`src/rtl/wtc_pkg.sv`:
```
package wtc_pkg;

    localparam int DATA_W = 32;
    localparam int ADDR_W = 3;

    localparam logic [ADDR_W-1:0] ADR_CMD  = 3'd0;
    localparam logic [ADDR_W-1:0] ADR_MODE = 3'd1;
    localparam logic [ADDR_W-1:0] ADR_CMPA = 3'd2;
    localparam logic [ADDR_W-1:0] ADR_CMPB = 3'd3;
    localparam logic [ADDR_W-1:0] ADR_CMPC = 3'd4;
    localparam logic [ADDR_W-1:0] ADR_CNT  = 3'd5;
    localparam logic [ADDR_W-1:0] ADR_STS  = 3'd6;

    localparam int CMD_ENA = 0;
    localparam int CMD_DIS = 1;
    localparam int CMD_TRG = 2;

    localparam int FLAG_N = 5;

    typedef enum logic [1:0] {
        ACT_NONE = 2'd0,
        ACT_SET  = 2'd1,
        ACT_CLR  = 2'd2,
        ACT_TGL  = 2'd3
    } act_e;

    typedef enum logic [1:0] {
        WV_UP      = 2'd0,
        WV_UP_RC   = 2'd1,
        WV_UPDN    = 2'd2,
        WV_UPDN_RC = 2'd3
    } wave_e;

    typedef enum logic [1:0] {
        EDG_NONE = 2'd0,
        EDG_RISE = 2'd1,
        EDG_FALL = 2'd2,
        EDG_BOTH = 2'd3
    } edge_e;

    // per-pin action set, most significant field = highest priority source
    typedef struct packed {
        act_e sw;
        act_e ext;
        act_e rc;
        act_e cmp;
    } out_act_t;

    typedef struct packed {
        out_act_t   b;        // 31:24
        out_act_t   a;        // 23:16
        logic [6:0] spare;    // 15:9
        logic       ext_trg;  // 8
        logic [1:0] ext_src;  // 7:6
        edge_e      ext_edge; // 5:4
        logic       dis_rc;   // 3
        logic       stop_rc;  // 2
        wave_e      wave;     // 1:0
    } mode_t;

    typedef struct packed {
        logic sw;
        logic ext;
        logic rc;
        logic cmp;
    } evt_t;

    function automatic logic apply_act(input logic cur, input act_e code);
        case (code)
            ACT_SET: return 1'b1;
            ACT_CLR: return 1'b0;
            ACT_TGL: return ~cur;
            default: return cur;
        endcase
    endfunction

endpackage

```
`src/rtl/wtc_counter.sv`:
```
module wtc_counter
    import wtc_pkg::*;
#(
    parameter int CNT_W = 16
) (
    input  logic             clk,
    input  logic             rst,
    input  logic             active,
    input  logic             trig,
    input  wave_e            wave,
    input  logic             rc_hit,
    output logic [CNT_W-1:0] cnt,
    output logic             dir_down,
    output logic             wrap_evt
);

    localparam logic [CNT_W-1:0] MAXV = '1;

    logic [CNT_W-1:0] cnt_nx;
    logic             dn_nx;
    logic             at_max;
    logic             at_zero;
    logic             two_way;
    logic             rc_turn;

    always_comb begin
        at_max   = (cnt == MAXV);
        at_zero  = (cnt == '0);
        two_way  = (wave == WV_UPDN) || (wave == WV_UPDN_RC);
        rc_turn  = rc_hit && ((wave == WV_UP_RC) || (wave == WV_UPDN_RC));
        cnt_nx   = cnt;
        dn_nx    = dir_down;
        wrap_evt = 1'b0;
        if (trig) begin
            cnt_nx = '0;
            dn_nx  = 1'b0;
        end else if (active) begin
            if (!two_way) begin
                if (rc_turn) begin
                    cnt_nx = '0;
                end else if (at_max) begin
                    cnt_nx   = '0;
                    wrap_evt = 1'b1;
                end else begin
                    cnt_nx = cnt + 1'b1;
                end
            end else if (!dir_down) begin
                if (rc_turn || at_max) begin
                    dn_nx    = 1'b1;
                    cnt_nx   = at_zero ? cnt : cnt - 1'b1;
                    wrap_evt = at_max && !rc_turn;
                end else begin
                    cnt_nx = cnt + 1'b1;
                end
            end else begin
                if (at_zero) begin
                    dn_nx  = 1'b0;
                    cnt_nx = cnt + 1'b1;
                end else begin
                    cnt_nx = cnt - 1'b1;
                end
            end
        end
    end

    always_ff @(posedge clk) begin
        if (rst) begin
            cnt      <= '0;
            dir_down <= 1'b0;
        end else begin
            cnt      <= cnt_nx;
            dir_down <= dn_nx;
        end
    end

    AST_UP_STEP: assert property (@(posedge clk) disable iff (rst)
        (active && !trig && wave == WV_UP && !at_max) |=> (cnt == $past(cnt) + 1'b1));

    AST_RC_RESTART: assert property (@(posedge clk) disable iff (rst)
        (active && !trig && wave == WV_UP_RC && rc_hit) |=> (cnt == '0));

    AST_TOP_TURN: assert property (@(posedge clk) disable iff (rst)
        (active && !trig && wave == WV_UPDN && !dir_down && at_max) |=> dir_down);

    AST_HALT_HOLD: assert property (@(posedge clk) disable iff (rst)
        (!active && !trig) |=> $stable(cnt));

endmodule

```
`src/rtl/wtc_evt_edge.sv`:
```
module wtc_evt_edge
    import wtc_pkg::*;
#(
    parameter int XC_N = 3
) (
    input  logic            clk,
    input  logic            rst,
    input  logic [1:0]      src,
    input  edge_e           edge_sel,
    input  logic            b_pin,
    input  logic [XC_N-1:0] xclk,
    output logic            hit
);

    localparam int SRC_N = XC_N + 1;

    logic [SRC_N-1:0] cand;
    logic             sel_now;
    logic             sel_prev;

    assign cand    = {xclk, b_pin};
    assign sel_now = cand[src];

    always_ff @(posedge clk) begin
        if (rst) sel_prev <= 1'b0;
        else     sel_prev <= sel_now;
    end

    always_comb begin
        case (edge_sel)
            EDG_RISE: hit = sel_now & ~sel_prev;
            EDG_FALL: hit = ~sel_now & sel_prev;
            EDG_BOTH: hit = sel_now ^ sel_prev;
            default:  hit = 1'b0;
        endcase
    end

    AST_NO_EDGE_NO_HIT: assert property (@(posedge clk) disable iff (rst)
        (edge_sel == EDG_NONE) |-> !hit);

endmodule

```
`src/rtl/wtc_pin_action.sv`:
```
module wtc_pin_action
    import wtc_pkg::*;
(
    input  logic     clk,
    input  logic     rst,
    input  evt_t     ev,
    input  out_act_t cfg,
    output logic     pin
);

    act_e code;

    // later assignments override earlier ones: lowest priority first
    always_comb begin
        code = ACT_NONE;
        if (ev.cmp && cfg.cmp != ACT_NONE) code = cfg.cmp;
        if (ev.rc  && cfg.rc  != ACT_NONE) code = cfg.rc;
        if (ev.ext && cfg.ext != ACT_NONE) code = cfg.ext;
        if (ev.sw  && cfg.sw  != ACT_NONE) code = cfg.sw;
    end

    always_ff @(posedge clk) begin
        if (rst) pin <= 1'b0;
        else     pin <= apply_act(pin, code);
    end

    AST_SW_SET_WINS: assert property (@(posedge clk) disable iff (rst)
        (ev.sw && cfg.sw == ACT_SET) |=> pin);

    AST_SW_CLR_WINS: assert property (@(posedge clk) disable iff (rst)
        (ev.sw && cfg.sw == ACT_CLR) |=> !pin);

    AST_QUIET_HOLD: assert property (@(posedge clk) disable iff (rst)
        (!ev.sw && !ev.ext && !ev.rc && !ev.cmp) |=> $stable(pin));

endmodule

```
`src/rtl/wave_timer_ch.sv`:
```
module wave_timer_ch
    import wtc_pkg::*;
#(
    parameter int CNT_W = 16,
    parameter int XC_N  = 3
) (
    input  logic              clk,
    input  logic              rst,
    input  logic              wr_en,
    input  logic [ADDR_W-1:0] wr_addr,
    input  logic [DATA_W-1:0] wr_data,
    input  logic [ADDR_W-1:0] rd_addr,
    output logic [DATA_W-1:0] rd_data,
    input  logic [XC_N-1:0]   xclk_in,
    input  logic              tio_b_in,
    output logic              tio_a_out,
    output logic              tio_b_out,
    output logic              tio_b_oe,
    output logic [2:0]        match_pulse
);

    localparam int PIN_N = 2;

    mode_t            mode_q;
    logic [CNT_W-1:0] cmp_a_q, cmp_b_q, cmp_c_q;
    logic             clk_en_q;
    logic             halt_q;
    logic [FLAG_N-1:0] sts_q;

    logic [CNT_W-1:0] cnt;
    logic             dir_down;
    logic             wrap_evt;
    logic             ext_hit;

    logic cmd_wr, sw_trig, en_cmd, dis_cmd;
    logic ext_trig, trig_any, active;
    logic hit_a, hit_b, hit_c;
    logic [FLAG_N-1:0] new_flags, clr_mask;

    evt_t     pin_ev  [PIN_N];
    out_act_t pin_cfg [PIN_N];
    logic     pin_q   [PIN_N];

    always_comb begin
        cmd_wr   = wr_en && (wr_addr == ADR_CMD);
        sw_trig  = cmd_wr && wr_data[CMD_TRG];
        en_cmd   = cmd_wr && wr_data[CMD_ENA];
        dis_cmd  = cmd_wr && wr_data[CMD_DIS];
        ext_trig = ext_hit && mode_q.ext_trg;
        trig_any = sw_trig || ext_trig;
        active   = clk_en_q && !halt_q;
        hit_a    = active && (cnt == cmp_a_q);
        hit_b    = active && (cnt == cmp_b_q);
        hit_c    = active && (cnt == cmp_c_q);
        new_flags = {ext_hit, hit_c, hit_b, hit_a, wrap_evt};
        clr_mask  = (wr_en && wr_addr == ADR_STS) ? wr_data[FLAG_N-1:0] : '0;
    end

    // register file
    always_ff @(posedge clk) begin
        if (rst) begin
            mode_q  <= '0;
            cmp_a_q <= '0;
            cmp_b_q <= '0;
            cmp_c_q <= '0;
        end else if (wr_en) begin
            case (wr_addr)
                ADR_MODE: mode_q  <= mode_t'(wr_data);
                ADR_CMPA: cmp_a_q <= wr_data[CNT_W-1:0];
                ADR_CMPB: cmp_b_q <= wr_data[CNT_W-1:0];
                ADR_CMPC: cmp_c_q <= wr_data[CNT_W-1:0];
                default: ;
            endcase
        end
    end

    // run control
    always_ff @(posedge clk) begin
        if (rst) begin
            clk_en_q <= 1'b0;
            halt_q   <= 1'b0;
        end else begin
            if (dis_cmd)                       clk_en_q <= 1'b0;
            else if (en_cmd)                   clk_en_q <= 1'b1;
            else if (hit_c && mode_q.dis_rc)   clk_en_q <= 1'b0;

            if (trig_any || en_cmd)            halt_q <= 1'b0;
            else if (hit_c && mode_q.stop_rc)  halt_q <= 1'b1;
        end
    end

    always_ff @(posedge clk) begin
        if (rst) sts_q <= '0;
        else     sts_q <= (sts_q & ~clr_mask) | new_flags;
    end

    wtc_counter #(.CNT_W(CNT_W)) u_counter (
        .clk      (clk),
        .rst      (rst),
        .active   (active),
        .trig     (trig_any),
        .wave     (mode_q.wave),
        .rc_hit   (hit_c),
        .cnt      (cnt),
        .dir_down (dir_down),
        .wrap_evt (wrap_evt)
    );

    wtc_evt_edge #(.XC_N(XC_N)) u_evt (
        .clk      (clk),
        .rst      (rst),
        .src      (mode_q.ext_src),
        .edge_sel (mode_q.ext_edge),
        .b_pin    (tio_b_in),
        .xclk     (xclk_in),
        .hit      (ext_hit)
    );

    always_comb begin
        pin_ev[0]  = '{sw: sw_trig, ext: ext_hit, rc: hit_c, cmp: hit_a};
        pin_ev[1]  = '{sw: sw_trig, ext: ext_hit, rc: hit_c, cmp: hit_b};
        pin_cfg[0] = mode_q.a;
        pin_cfg[1] = mode_q.b;
    end

    for (genvar p = 0; p < PIN_N; p++) begin : g_pin
        wtc_pin_action u_pin (
            .clk (clk),
            .rst (rst),
            .ev  (pin_ev[p]),
            .cfg (pin_cfg[p]),
            .pin (pin_q[p])
        );
    end

    assign tio_a_out   = pin_q[0];
    assign tio_b_out   = pin_q[1];
    assign tio_b_oe    = (mode_q.ext_src != 2'd0);
    assign match_pulse = {hit_c, hit_b, hit_a};

    always_comb begin
        case (rd_addr)
            ADR_MODE: rd_data = DATA_W'(mode_q);
            ADR_CMPA: rd_data = DATA_W'(cmp_a_q);
            ADR_CMPB: rd_data = DATA_W'(cmp_b_q);
            ADR_CMPC: rd_data = DATA_W'(cmp_c_q);
            ADR_CNT:  rd_data = DATA_W'(cnt);
            ADR_STS:  rd_data = {20'd0, dir_down, pin_q[1], pin_q[0], clk_en_q, 3'd0, sts_q};
            default:  rd_data = '0;
        endcase
    end

    AST_PULSE_ONE_CYCLE: assert property (@(posedge clk) disable iff (rst)
        (hit_a && !trig_any && !wr_en && cnt != '0) |=> !hit_a);

    AST_FLAG_STICKY: assert property (@(posedge clk) disable iff (rst)
        (sts_q[1] && !(wr_en && wr_addr == ADR_STS && wr_data[1])) |=> sts_q[1]);

    AST_RC_DISABLE: assert property (@(posedge clk) disable iff (rst)
        (hit_c && mode_q.dis_rc && !cmd_wr) |=> !clk_en_q);

    AST_RC_HALT_KEEPS_EN: assert property (@(posedge clk) disable iff (rst)
        (hit_c && mode_q.stop_rc && !mode_q.dis_rc && clk_en_q && !cmd_wr) |=> clk_en_q);

endmodule

```
`config.mk`:
```
export PLATFORM = sky130hd
export DESIGN_NAME = wave_timer_ch
export DESIGN_NICKNAME = d
export VERILOG_FILES = /design/src/rtl/wtc_pkg.sv /design/src/rtl/wtc_counter.sv /design/src/rtl/wtc_evt_edge.sv /design/src/rtl/wtc_pin_action.sv /design/src/rtl/wave_timer_ch.sv
export SDC_FILE = /design/constraint.sdc
export NUM_CORES = 1
export LEC_CHECK = 0
export BUFFER_PORTS_ARGS = -buffer_cell sky130_fd_sc_hd__buf_2
export CELL_PAD_IN_SITES_DETAIL_PLACEMENT = 1
export CELL_PAD_IN_SITES_GLOBAL_PLACEMENT = 1
export CORE_ASPECT_RATIO = 0.5
export CORE_MARGIN = 2
export CORE_UTILIZATION = 39
export DETAILED_ROUTE_END_ITERATION = 6
export PLACE_DENSITY = 0.73
export SLEW_MARGIN = 30
export SYNTH_ARGS = -nofsm -noshare
export SYNTH_HDL_FRONTEND = slang
export SYNTH_SLANG_ARGS = --single-unit
export TNS_END_PERCENT = 30
```
`constraint.sdc`:
```
create_clock -name clk -period 2.4 [get_ports clk]
set_clock_uncertainty 0.05 [all_clocks]
set_input_delay 0.12 -clock clk [delete_from_list [all_inputs] [get_ports clk]]
set_output_delay 0.12 -clock clk [all_outputs]
set_load 0.02 [all_outputs]
```
# Word-level counts from Yosys, hierarchy flattened

Index checks and enable logic that the tools add are counted.

Register bits: 107
Bits of input ports: 45
Output and inout port bits: 38
Word-level logic and storage cells: 153

$add $sub $neg: 2
$lt $le $gt $ge: 1
Equality and inequality tests: 28
Multiplexer cells: 34
Bitwise gates (word level): 10
Reduce and logical (&&, ||, !) cells: 52

Operator list:

| cell                    | count |
|---|---|
| $pmux W32 S6            | 1 |
| $mux W16                | 7 |
| $eq A16 B16 Y1          | 3 |
| $logic_and A1 B1 Y1     | 22 |
| $reduce_bool A2 Y1      | 10 |
| $add A16 B1 Y16 const B | 1 |
| $eq A16 B16 Y1 const B  | 1 |
| $eq A2 B2 Y1 const B    | 8 |
| $logic_not A16 Y1       | 1 |
| $mux W2                 | 8 |
| $sub A16 B1 Y16 const B | 1 |
| $eq A3 B3 Y1 const B    | 5 |
| $mux W1                 | 13 |
| $eq A3 B2 Y1 const B    | 4 |
| $reduce_and A2 Y1       | 6 |
| $pmux W1 S3             | 3 |
| $eq A2 B1 Y1 const B    | 4 |
| $eq A3 B1 Y1 const B    | 2 |
| $reduce_bool A3 Y1      | 2 |
| $reduce_or A2 Y1        | 3 |
| $and A5 B5 Y5           | 1 |
| $logic_or A1 B1 Y1      | 5 |
| $mux W5                 | 1 |
| $not A5 Y5              | 1 |
| 9 further kinds         | 14 |

# Logic depth before layout (Yosys ltp)

Gate-level depths: netlist of run 1.

Depth after elaboration: 12
Gate-level depth with buffers: 10
Depth with buffers taken out: 10

# By module

From an unflattened synthesis of run 1, not the netlist that was laid out.

Cells, all modules: 852
Area total of the unflattened synthesis: 6621.4 sq um

Modules (own cells, without submodules):

| module         | times used | cells an instance | area each (sq um) | sequential area each (sq um) |
|---|---|---|---|---|
| wave_timer_ch  | 1          | 608               | 4649.5            | 1741.7 |
| wtc_counter    | 1          | 206               | 1661.6            | 340.3 |
| wtc_pin_action | 2          | 12                | 95.1              | 20.0 |
| wtc_evt_edge   | 1          | 14                | 120.1             | 20.0 |

# Least setup slack after synthesis of run 1

OpenSTA, ideal clock, no wires.

Path kind: register to register
From: reg u_counter.cnt[1]
To: reg u_counter.cnt[6]
Library setup time: 134 ps
Data arrival time: 2374 ps
Required time: 2216 ps
Setup slack: -157 ps
Stages on the path, launching flop included: 9
Path buffers: 1
Period minus slack after synthesis: 2557 ps
Cells stage by stage: dfxtp_1 -> buf_6 -> xor2_1 -> or4_1 -> or4_4 -> o211ai_2 -> a21oi_1 -> a2111oi_2 -> a211oi_1

Word-level cells in the longest chain between the ends: 7
Elaborated cells between the ends (all ways): 17
Those cells by class: add/sub: 2; eq/ne: 3; mux: 7; reduce/logical: 5

RTL lines:

| item                                                                    | RTL line          | RTL |
|---|---|---|
| from (decl)                                                             | wtc_counter.sv:12 | `output logic [CNT_W-1:0] cnt,` |
| from (signal assigned)                                                  | wtc_counter.sv:71 | `cnt <= cnt_nx;` |
| parallel branches: the longest is 7 deep, another holds $sub A16 B1 Y16 | n/a               |  |

Several ways; the timed one is not identified. The select of a mux whose other input is x is not followed.
A chain may end at the register's enable or synchronous reset.

# Worst setup path in the final report of run 1

From: reg u_counter.cnt[8]
To: reg u_counter.cnt[1]

Word-level cells in the longest chain between the ends: 7
Elaborated cells between the ends (all ways): 14
Those cells by class: eq/ne: 3; mux: 6; reduce/logical: 5

RTL lines:

| item                | RTL line            | RTL |
|---|---|---|
| $eq A16 B16 Y1      | wave_timer_ch.sv:54 | `hit_c = active && (cnt == cmp_c_q);` |
| $logic_and A1 B1 Y1 | wave_timer_ch.sv:54 |  |
| $logic_and A1 B1 Y1 | wtc_counter.sv:30   | `rc_turn = rc_hit && ((wave == WV_UP_RC) \|\| (wave == WV_UPDN_RC));` |
| $logic_or A1 B1 Y1  | wtc_counter.sv:48   | `if (rc_turn \|\| at_max) begin` |
| $mux W16            | wtc_counter.sv:48   |  |
| $mux W16            | wtc_counter.sv:47   | `end else if (!dir_down) begin` |
| $mux W16            | wtc_counter.sv:38   | `if (!two_way) begin` |

Parallel ways exist; a longest one is shown, timed or not.

==> reports/metrics.yaml, run 1 <==
status:
  run_status: "finished with violations"
  failing_checks: "setup timing"
logic_synthesis:
  synth_seq_cells: 107
  synth-async-reset-ratio: 0
  synth_sequential_area_ratio: 0.332
  synthesis.nets: 918
  post_synth_main_area_contributors: "dfxtp_1 (33%), nand2_1 (12%), a21oi_1 (10%)"
  netlist_area_um2: 6460
  post_synth_inst_count: 868
  synth_area_per_cell_um2: 7.44
  synth-main-ff-cell: "dfxtp_1"
  synth_enable_flop_cells: 0
  synth.distinct_cells: 68
  ys.warnings.count: 0
  synth_top_area_share: 0.332
  synth_top_cell_by_area: "dfxtp_1"
layout:
  antennaDiodeCount: 0
  layout.cells.most_common: "nand2_1"
  areaGrowthSynthToFinish_pct: 29.7
  fillCellCount: 2069
  layout_common_cells: "nand2_1 (207), a21oi_1 (128), dfxtp_1 (100)"
  finalCoreUtilization: 0.514
  fraction_of_layout_instances_using_a_drive_strength_above_1: 0.248
  layout.nets: 1072
floorplanning:
  dieWidth_um: 186
  core_region_area_um2: 16300
  dieHeight_um: 95.0
  core.rowCount: 33
  floorplan.io_pins: 83
  die_area_um2: 17700
  initial_core_util: 0.396
cts:
  bufs_on_longest_clock_path: 2
  worst_setup_hold_path_clk_slew_ns: 0.09
  clk-insertion-delay-late_ns: 0.37
  cts_tree: "done"
  cts_root_buffer: "clkbuf_16"
  cts_made_buffers: 9
  ctsHtreeMaxLevel: 3
  cts.sink_count: 107
worst_setup_path:
  worst-r2r-setup-slack_ns: -0.19
  cp_max_fo: 7
  timing.critical_path.required_ns: 2.64
  critical_path.reg2reg.endpoint: "u_counter.cnt[1]"
  reg2reg_depth: 8
  critical_path.max_stage_delay_ns: 0.52
  crit_slowest_cell: "or4_1"
  setup.worst_path.end_class: "register"
  startpoint_type_of_the_worst_setup_path: "register"
  critical_path_arrival_ns: 2.83
  crit_type: "reg2reg"
  worstPathCellList: "xor2_1 > or4_1 > or4_4 > o211a_4 > nor2_4 > buf_6 > o211ai_1 > a21oi_1"
  r2r_start: "u_counter.cnt[8]"
placed_design:
  port_buffers: 82
  dp_hpwl_mm: 19.1
  final_replace_weighted_congestion: 0.916
sta:
  worst_pin_slew_ns: 0.841
  finalWorstPathRequiredPeriod_ns: 2.59
  max_freq_mhz: 387
  timing.final.hold_violations: 0
  worst_slew_margin_rel: 0.438
  grt_setup_unrepaired: "true"
  slew_viol_final: 0
  layout_setup_ws_ns: -0.186
  final_min_period_over_clock_period: 1.08
  setup_viol: 19
  finalSetupTns_ns: -1.90
detailed_routing:
  drt_wl_total_mm: 26.6
  detail_route.wl_per_cell_um: 21.2
  remaining_drc_errors: 0
  vias_per_cell: 5.77
  detail-route-antenna-nets: 0
  vias: 7234
  initialDrtViolationCount: 533
  drt_pre_antenna_iters: 5
pwr:
  fin_total_pwr_mw: 3.99
  static-leakage-power_nw: 3.29
  max-vdd-ir-drop_mv: 0.341
  p_per_area_nw_per_um2: 476
min_path:
  hold_path_cells: 3
  holdPathEnd: "cmp_b_q[7]"
  hold_path.class: "in2reg"
  hold_crit_start: "wr_data[7]"
grt:
  grt_start_max_net_pins: 52
  grt_antenna_before_repair: 1
  grt_first_pass_wirelength_mm: 40.8
  via_count_of_the_first_global_routing_pass: 7337
  total_congestion_overflow: 0
  groute.usage.overall: 0.307
run:
  timing.max_cap.violations: 0
==> where the power goes <==
group	total, mW	internal [mW]	switching (mW)
sequential	1.84	1.81	0.0335
combinational	0.485	0.199	0.286
clock	1.66	0.863	0.801
==> synth_stat cells (all sizes together) (12+ instances only) <==
library cell and count:
xnor2 42, nor2 26, nand3 18, o21ai 30, clkbuf 39, nand2 207
and2 22, a21oi 133, dfxtp 107, nor3 22, nand4 12, mux2i 16
inv 15, buf 27
==> worst max path at each step <==
| stage | start | endpoint | slack (ns) | cells past startpoint |
|---|---|---|---|---|
| final | u_counter.cnt[8] | u_counter.cnt[1] | -0.19 | 8 |
| after global routing | u_counter.cnt[1] | u_counter.cnt[10] | -0.29 | 7 |
| after CTS | u_counter.cnt[8] | u_counter.cnt[1] | -0.17 | 8 |
| after detailed placement | u_counter.cnt[0] | u_counter.cnt[7] | -0.32 | 10 |
| after global placement | u_counter.cnt[1] | u_counter.cnt[10] | -0.18 | 10 |
| after floorplan | u_counter.cnt[1] | u_counter.cnt[14] | -0.11 | 8 |
==> cell type report <==
type / count / area (µm²) / area share
Tap cell: 227 / 284 / 0.0339
Clock buffer: 10 / 239 / 0.0285
Sequential cell: 107 / 2150 / 0.257
Inverter: 15 / 56.3 / 0.00672
Multi-Input combinational cell: 680 / 4100 / 0.489
Clock inverter: 6 / 82.6 / 0.00985
Timing Repair Buffer: 209 / 1470 / 0.176
==> critical path: cells and delay by family (launching register included) <==
kind	cells	cell delay, ns
simple gates	3	1.25
compound gates	3	0.57
flops	1	0.33
xor+xnor	1	0.16
buf+inv	1	0.15
==> routing by layer <==
metal | vias to the layer above | wire [µm] | global-route usage
li1 | 3344 | - | -
met2 | 250 | 12300 | 0.514
met3 | 53 | 1840 | 0.0691
met4 | 0 | 643 | 0.0906
met5 | - | 0 | 0
met1 | 3587 | 11800 | 0.399
==> registers in the layout (all words and copies together) (netlist names) <==
| register | cells |
|---|---|
| u_counter.cnt | 16 |
| cmp_c_q | 16 |
| g_pin.u_pin.pin | 2 |
| sts_q | 5 |
| clk_en_q | 1 |
| cmp_a_q | 16 |
| halt_q | 1 |
| mode_q | 32 |
| u_evt.sel_prev | 1 |
| u_counter.dir_down | 1 |
| cmp_b_q | 16 |
==> what timing repair did <==
item,CTS,global route
resized for setup,27,19
setup endpoints to repair,22,22
pin swaps,12,7
hold buffers,27,0
setup buffers,3,1
hold endpoints to repair,50,0
==> stage by stage <==
stage / hold WS (ns) / area, µm² / setup slack, ns / std cells
detailed placement: 0.318 / 7590 / -0.316 / 1207
global placement: 0.316 / 7590 / -0.180 / 1207
floorplan: 0.167 / 6490 / -0.115 / 868
CTS: 0.00205 / 8320 / -0.165 / 1253
finish: 0.0243 / 8380 / -0.186 / 1254
global route: 0.0170 / 8380 / -0.292 / 1254
==> cells by family after synthesis <==
| family | after synthesis | synth area share |
|---|---|---|
| fa+ha+maj | 5 | 0.00968 |
| buf+inv | 81 | 0.0606 |
| flops | 107 | 0.332 |
| simple gates | 358 | 0.258 |
| compound gates | 241 | 0.230 |
| mux | 23 | 0.0387 |
| xor+xnor | 53 | 0.0718 |
Power figures use the tool's default switching activity.
==> inputs of run 2 (changes only) <==
==> constraint.sdc (replaced) <==
create_clock -name clk -period 2.4 [get_ports clk]
set_clock_uncertainty 0.05 [all_clocks]
set_input_delay 0.48 -clock clk [delete_from_list [all_inputs] [get_ports clk]]
set_output_delay 0.48 -clock clk [all_outputs]
set_load 0.02 [all_outputs]
==> reports/metrics.yaml, run 2 (synthesized netlist as in run 1, its figures left out) <==
status:
  run_status: "finished with violations"  # unchanged
  failing_checks: "setup timing"  # unchanged
worst_setup_path:
  startpoint_type_of_the_worst_setup_path: "register"  # unchanged
  r2r_start: "u_counter.cnt[8]"  # unchanged
  critical_path_arrival_ns: 2.34  # was 2.83 ns
  setup.worst_path.end_class: "primary output"  # was register
  critical_path.reg2reg.endpoint: "u_counter.cnt[14]"  # was u_counter.cnt[1]
  crit_type: "reg2out"  # was reg2reg
  cp_max_fo: 2  # was 7
  timing.critical_path.required_ns: 1.87  # was 2.64 ns
  reg2reg_depth: 9  # was 8
  worst-r2r-setup-slack_ns: -0.42  # was -0.19 ns
sta:
  grt_setup_unrepaired: "true"  # unchanged
  finalWorstPathRequiredPeriod_ns: 2.87  # was 2.59 ns
  timing.final.hold_violations: 0  # unchanged
  max_freq_mhz: 349  # was 387 MHz
  final_min_period_over_clock_period: 1.20  # was 1.08
  worst_pin_slew_ns: 0.693  # was 0.841 ns
  slew_viol_final: 0  # unchanged
  finalSetupTns_ns: -6.26  # was -1.90 ns
  layout_setup_ws_ns: -0.468  # was -0.186 ns
  timing.hold.ws_ns: 0.293  # was 0.0243 ns
  setup_viol: 22  # was 19
  worst_slew_margin_rel: 0.537  # was 0.438
cts:
  cts_made_buffers: 9  # unchanged
  cts_root_buffer: "clkbuf_16"  # unchanged
  cts_tree: "done"  # unchanged
  worst_setup_hold_path_clk_slew_ns: 0.08  # was 0.09 ns
  ctsHtreeMaxLevel: 3  # unchanged
  bufs_on_longest_clock_path: 2  # unchanged
  cts.sink_count: 107  # unchanged
  clk-insertion-delay-late_ns: 0.37  # about the same
  post_cts_hold_buffer_count: 0  # was 27
layout:
  layout.cells.non_filler: 1243  # was 1,254
  layout.nets: 1061  # was 1,072
  antennaDiodeCount: 0  # unchanged
  layout.cells.most_common: "nand2_1"  # unchanged
  multi_input_area_um2: 4150  # was 4100 µm²
  largest_register_ff_count: 32  # unchanged
  areaGrowthSynthToFinish_pct: 29.6  # was 29.7%
  ff_latch_area_um2: 2160  # was 2150 µm²
  fillCellCount: 2046  # was 2,069
  top_register: "mode_q"  # unchanged
  postLayoutCellArea_um2: 8380  # about the same
  fraction_of_layout_instances_using_a_drive_strength_above_1: 0.280  # was 0.248
  layout_common_cells: "nand2_1 (206), a21oi_1 (124), buf_4 (101)"  # was nand2_1 (207), a21oi_1 (128), dfxtp_1 (100)
placed_design:
  final_replace_weighted_congestion: 0.926  # was 0.916
  port_buffers: 82  # unchanged
  setup_slack_placement_ns: -0.341  # was -0.316 ns
  dp_hpwl_mm: 18.9  # was 19.1 mm
  post_dp_cell_area_um2: 7700  # was 7590 µm²
  placed_cells: 1220  # was 1,207
detailed_routing:
  drt_wl_total_mm: 26.2  # was 26.6 mm
  vias: 7084  # was 7,234
  initialDrtViolationCount: 481  # was 533
  remaining_drc_errors: 0  # unchanged
  vias_per_cell: 5.70  # was 5.77
  detail_route.wl_per_cell_um: 21.1  # was 21.2 µm
  drt_pre_antenna_iters: 7  # was 5
  detail-route-antenna-nets: 0  # unchanged
grt:
  grt_first_pass_wirelength_mm: 40.6  # was 40.8 mm
  total_congestion_overflow: 0  # unchanged
  grt_start_max_net_pins: 34  # was 52
  grt_antenna_before_repair: 0  # was 1
  via_count_of_the_first_global_routing_pass: 7239  # was 7,337
  groute.usage.overall: 0.305  # was 0.307
pwr:
  p_int_mw: 2.93  # was 2.87 mW
  power.share.switching: 0.274  # was 0.281
  max-vdd-ir-drop_mv: 0.353  # was 0.341 mV
  p_per_area_nw_per_um2: 482  # was 476 nW/µm²
  static-leakage-power_nw: 3.27  # was 3.29 nW
  net-switching-power_mw: 1.10  # was 1.12 mW
  clkPwrFrac: 0.427  # was 0.417
  sequential_fraction_of_design_power: 0.456  # was 0.461
  power.combinational.fraction: 0.117  # was 0.122
floorplanning:
  floorplan.io_pins: 83  # unchanged
  dieHeight_um: 95.0  # unchanged
  core_region_area_um2: 16300  # unchanged
  initial_core_util: 0.396  # unchanged
  die_area_um2: 17700  # unchanged
  dieWidth_um: 186  # unchanged
  core.rowCount: 33  # unchanged
min_path:
  hold_path.class: "in2reg"  # unchanged
  hold_path_cells: 3  # unchanged
  hold_crit_start: "wr_data[31]"  # was wr_data[7]
  holdPathEnd: "mode_q[31]"  # was cmp_b_q[7]
run:
  timing.max_cap.violations: 0  # unchanged
## run 2: cell count changes in the layout (fill, tap and decap cells not counted), sizes merged
cell         change
clkinv           +1
clkinvlp         -1
dlygate4sd3     -27
clkbuf           -1
buf             +16
bufinv           +1
## run 2: cell type report
class,instances,area share
Clock buffer,9,0.0269
Clock inverter,7,0.0131
Inverter,15,0.00672
Multi-Input combinational cell,680,0.495
Sequential cell,107,0.258
Tap cell,227,0.0339
Timing Repair Buffer,198,0.167
## run 2: worst max-delay path: stages, from the launching register on
cell and delay [ns]:
dfxtp_1 0.34, xor2_1 0.18, or4_1 0.54, or4_4 0.45, nor4_4 0.18, buf_4 0.16, buf_4 0.13
## run 2: layer usage
layer,vias up,wire length [µm],share of wire,GRT usage
met5,-,0,0,0
met4,0,493,0.019,0.0945
met2,210,11900,0.45,0.497
met1,3506,12200,0.47,0.409
met3,42,1590,0.061,0.0638
li1,3326,-,-,-
## run 2: how the worst max path moves through the flow
stage | from | endpoint | slack (ns) | cells after the start
floorplan | u_counter.cnt[1] | u_counter.cnt[14] | -0.11 | 8
global placement | xclk_in[2] | g_pin[1].u_pin.pin | -0.25 | 11
detailed placement | xclk_in[2] | g_pin[0].u_pin.pin | -0.34 | 11
CTS | u_counter.cnt[1] | match_pulse[2] | -0.47 | 6
global route | u_counter.cnt[8] | match_pulse[2] | -0.53 | 6
finish | u_counter.cnt[8] | match_pulse[2] | -0.47 | 6
## run 2: per-stage QoR
| step | total power [mW] | utilization |
|---|---|---|
| after floorplan | 2.10 | - |
| after global placement | 2.31 | 0.472 |
| after detailed placement | 2.32 | 0.472 |
| after CTS | 4.04 | 0.509 |
| after global routing | 4.16 | 0.514 |
| final | 4.03 | 0.514 |
## run 2: power by group through the flow
| stage | sequential (mW) | clock [mW] | combinational, mW |
|---|---|---|---|
| after global placement | 1.88 | 0 | 0.431 |
| after detailed placement | 1.88 | 0 | 0.440 |
| after floorplan | 1.87 | 0 | 0.231 |
| after CTS | 1.84 | 1.75 | 0.458 |
| after global routing | 1.84 | 1.80 | 0.508 |
| final | 1.84 | 1.72 | 0.472 |
## run 2: timing repair
item | CTS | global route
gates resized for setup | 57 | 18
endpoints found under the setup margin | 45 | 33
pin swaps | 14 | 13
setup buffers | 6 | 1
==> inputs of run 3 (changes only) <==
PLACE_DENSITY = unset   (was 0.73)
PLACE_DENSITY_LB_ADDON = 0.08   (was unset)
REMOVE_ABC_BUFFERS = 1   (was unset)
==> reports/metrics.yaml, run 3 (synthesized netlist as in run 1, its figures left out) <==
detailed_routing:
  vias: 7164  # was 7,084
  vias_per_cell: 5.70  # about the same
  drt_pre_antenna_iters: 5  # was 7
  initialDrtViolationCount: 561  # was 481
  detail_route.wirelength.met1_mm: 12.9  # was 12.2 mm
  met3_wire_length_mm: 1.80  # was 1.59 mm
  route.top_layer_used: "met4"  # unchanged
  remaining_drc_errors: 0  # unchanged
  detail_route.wl_per_cell_um: 21.5  # was 21.1 µm
  met2RoutedLength_mm: 11.9  # about the same
  drt_wl_total_mm: 27.0  # was 26.2 mm
  detail-route-antenna-nets: 0  # unchanged
floorplanning:
  die_area_um2: 17700  # unchanged
  floorplan.io_pins: 83  # unchanged
  dieWidth_um: 186  # unchanged
  core_region_area_um2: 16300  # unchanged
  core.rowCount: 33  # unchanged
  initial_core_util: 0.396  # unchanged
  dieHeight_um: 95.0  # unchanged
pwr:
  net-switching-power_mw: 1.10  # about the same
  fin_total_pwr_mw: 3.94  # was 4.03 mW
  static-leakage-power_nw: 3.31  # was 3.27 nW
  power.combinational.fraction: 0.124  # was 0.117
  sequential_fraction_of_design_power: 0.468  # was 0.456
  max-vdd-ir-drop_mv: 0.343  # was 0.353 mV
  power.share.switching: 0.281  # was 0.274
  p_int_mw: 2.83  # was 2.93 mW
  p_per_area_nw_per_um2: 462  # was 482 nW/µm²
  clkPwrFrac: 0.409  # was 0.427
cts:
  cts_made_buffers: 9  # unchanged
  worst_setup_hold_path_clk_slew_ns: 0.08  # about the same
  cts.sink_count: 107  # unchanged
  cts_root_buffer: "clkbuf_16"  # unchanged
  post_cts_hold_buffer_count: 0  # unchanged
  ctsHtreeMaxLevel: 3  # unchanged
  cts_tree: "done"  # unchanged
  bufs_on_longest_clock_path: 2  # unchanged
  clk-insertion-delay-late_ns: 0.37  # about the same
grt:
  via_count_of_the_first_global_routing_pass: 7208  # was 7,239
  grt_start_max_net_pins: 45  # was 34
  groute.usage.overall: 0.310  # was 0.305
  grt_antenna_before_repair: 0  # unchanged
  grt_first_pass_wirelength_mm: 41.2  # was 40.6 mm
  total_congestion_overflow: 0  # unchanged
placed_design:
  setup_slack_placement_ns: -0.395  # was -0.341 ns
  dp_hpwl_mm: 19.1  # was 18.9 mm
  placed_cells: 1230  # was 1,220
  final_replace_weighted_congestion: 0.886  # was 0.926
  port_buffers: 82  # unchanged
  post_dp_cell_area_um2: 7780  # was 7700 µm²
run:
  timing.max_cap.violations: 0  # unchanged
worst_setup_path:
  crit_type: "reg2out"  # unchanged
  r2r_start: "u_counter.cnt[8]"  # unchanged
  reg2reg_depth: 10  # was 9
  cp_max_fo: 2  # unchanged
  timing.critical_path.required_ns: 1.87  # about the same
  worst-r2r-setup-slack_ns: -0.37  # was -0.42 ns
  critical_path_arrival_ns: 2.31  # was 2.34 ns
  critical_path.reg2reg.endpoint: "u_counter.cnt[3]"  # was u_counter.cnt[14]
  setup.worst_path.end_class: "primary output"  # unchanged
  startpoint_type_of_the_worst_setup_path: "register"  # unchanged
sta:
  timing.final.hold_violations: 0  # unchanged
  timing.hold.ws_ns: 0.298  # was 0.293 ns
  worst_slew_margin_rel: 0.634  # was 0.537
  layout_setup_ws_ns: -0.440  # was -0.468 ns
  setup_viol: 21  # was 22
  worst_pin_slew_ns: 0.544  # was 0.693 ns
  slew_viol_final: 0  # unchanged
  finalWorstPathRequiredPeriod_ns: 2.84  # was 2.87 ns
  final_min_period_over_clock_period: 1.18  # was 1.20
  grt_setup_unrepaired: "true"  # unchanged
  max_freq_mhz: 352  # was 349 MHz
status:
  failing_checks: "setup timing"  # unchanged
  run_status: "finished with violations"  # unchanged
layout:
  ff_latch_area_um2: 2160  # about the same
  largest_register_ff_count: 32  # unchanged
  antennaDiodeCount: 0  # unchanged
  layout.nets: 1074  # was 1,061
  top_register: "mode_q"  # unchanged
  fillCellCount: 2036  # was 2,046
  layout_common_cells: "nand2_1 (206), a21oi_1 (129), buf_4 (113)"  # was nand2_1 (206), a21oi_1 (124), buf_4 (101)
  layout.cells.non_filler: 1256  # was 1,243
  postLayoutCellArea_um2: 8520  # was 8380 µm²
  multi_input_area_um2: 4190  # was 4150 µm²
  fraction_of_layout_instances_using_a_drive_strength_above_1: 0.292  # was 0.280
  areaGrowthSynthToFinish_pct: 31.8  # was 29.6%
  layout.cells.most_common: "nand2_1"  # unchanged
min_path:
  hold_path.class: "in2reg"  # unchanged
  hold_crit_start: "wr_data[27]"  # was wr_data[31]
  hold_path_cells: 3  # unchanged
  holdPathEnd: "mode_q[27]"  # was mode_q[31]
[run 3: cell count changes in the layout (fill, tap and decap cells not counted), moves of 2 or more]
cell	before	now
buf_4	101	113
xnor2_1	37	30
xnor2_2	5	11
a21oi_1	124	129
a21oi_2	9	4
buf_12	4	6
nor4_2	1	3
o21ai_0	11	13
[run 3: metrics by stage]
stage | utilization | setup TNS (ns)
2_1_floorplan | - | -8.97
3_3_place_gp | 0.477 | -3.57
3_5_place_dp | 0.477 | -4.79
4_1_cts | 0.514 | -4.62
5_1_grt | 0.522 | -7.13
6_report | 0.522 | -5.30
[run 3: cell type report]
type,instances,area share
Inverter,15,0.00661
Sequential cell,107,0.253
Tap cell,227,0.0333
Multi-Input combinational cell,680,0.492
Timing Repair Buffer,211,0.178
Clock buffer,9,0.0264
Clock inverter,7,0.0103
[run 3: how the worst max path moves through the flow]
stage | endpoint | slack [ns] | start
finish | match_pulse[2] | -0.44 | u_counter.cnt[8]
global placement | g_pin[0].u_pin.pin | -0.26 | xclk_in[2]
CTS | match_pulse[2] | -0.41 | u_counter.cnt[8]
global route | match_pulse[2] | -0.48 | u_counter.cnt[8]
detailed placement | g_pin[0].u_pin.pin | -0.40 | xclk_in[2]
floorplan | u_counter.cnt[6] | -0.44 | u_counter.cnt[8]
[run 3: power by group through the flow]
stage | logic, mW | registers (mW) | clock network (mW)
finish | 0.487 | 1.84 | 1.61
global route | 0.520 | 1.84 | 1.71
CTS | 0.469 | 1.84 | 1.64
detailed placement | 0.446 | 1.88 | 0
global placement | 0.438 | 1.88 | 0
floorplan | 0.181 | 1.87 | 0
[run 3: per-layer routing]
| layer | GRT usage | up-vias |
|---|---|---|
| met4 | 0.0748 | 0 |
| met5 | 0 | - |
| met2 | 0.490 | 240 |
| met1 | 0.429 | 3539 |
| li1 | - | 3352 |
| met3 | 0.0741 | 33 |
[run 3: critical path: stages (launching register included)]
cell	delay, ns
dfxtp_2	0.35
xor2_1	0.18
or4_1	0.53
or4_4	0.46
nor4_4	0.17
buf_4	0.16
buf_6	0.11
[run 3: timing repair]
action | in CTS | in global routing
gates resized for setup | 55 | 31
endpoints found under the setup margin | 28 | 29
cloned | 0 | 1
pin swaps | 14 | 8
buffers inserted | 6 | 3
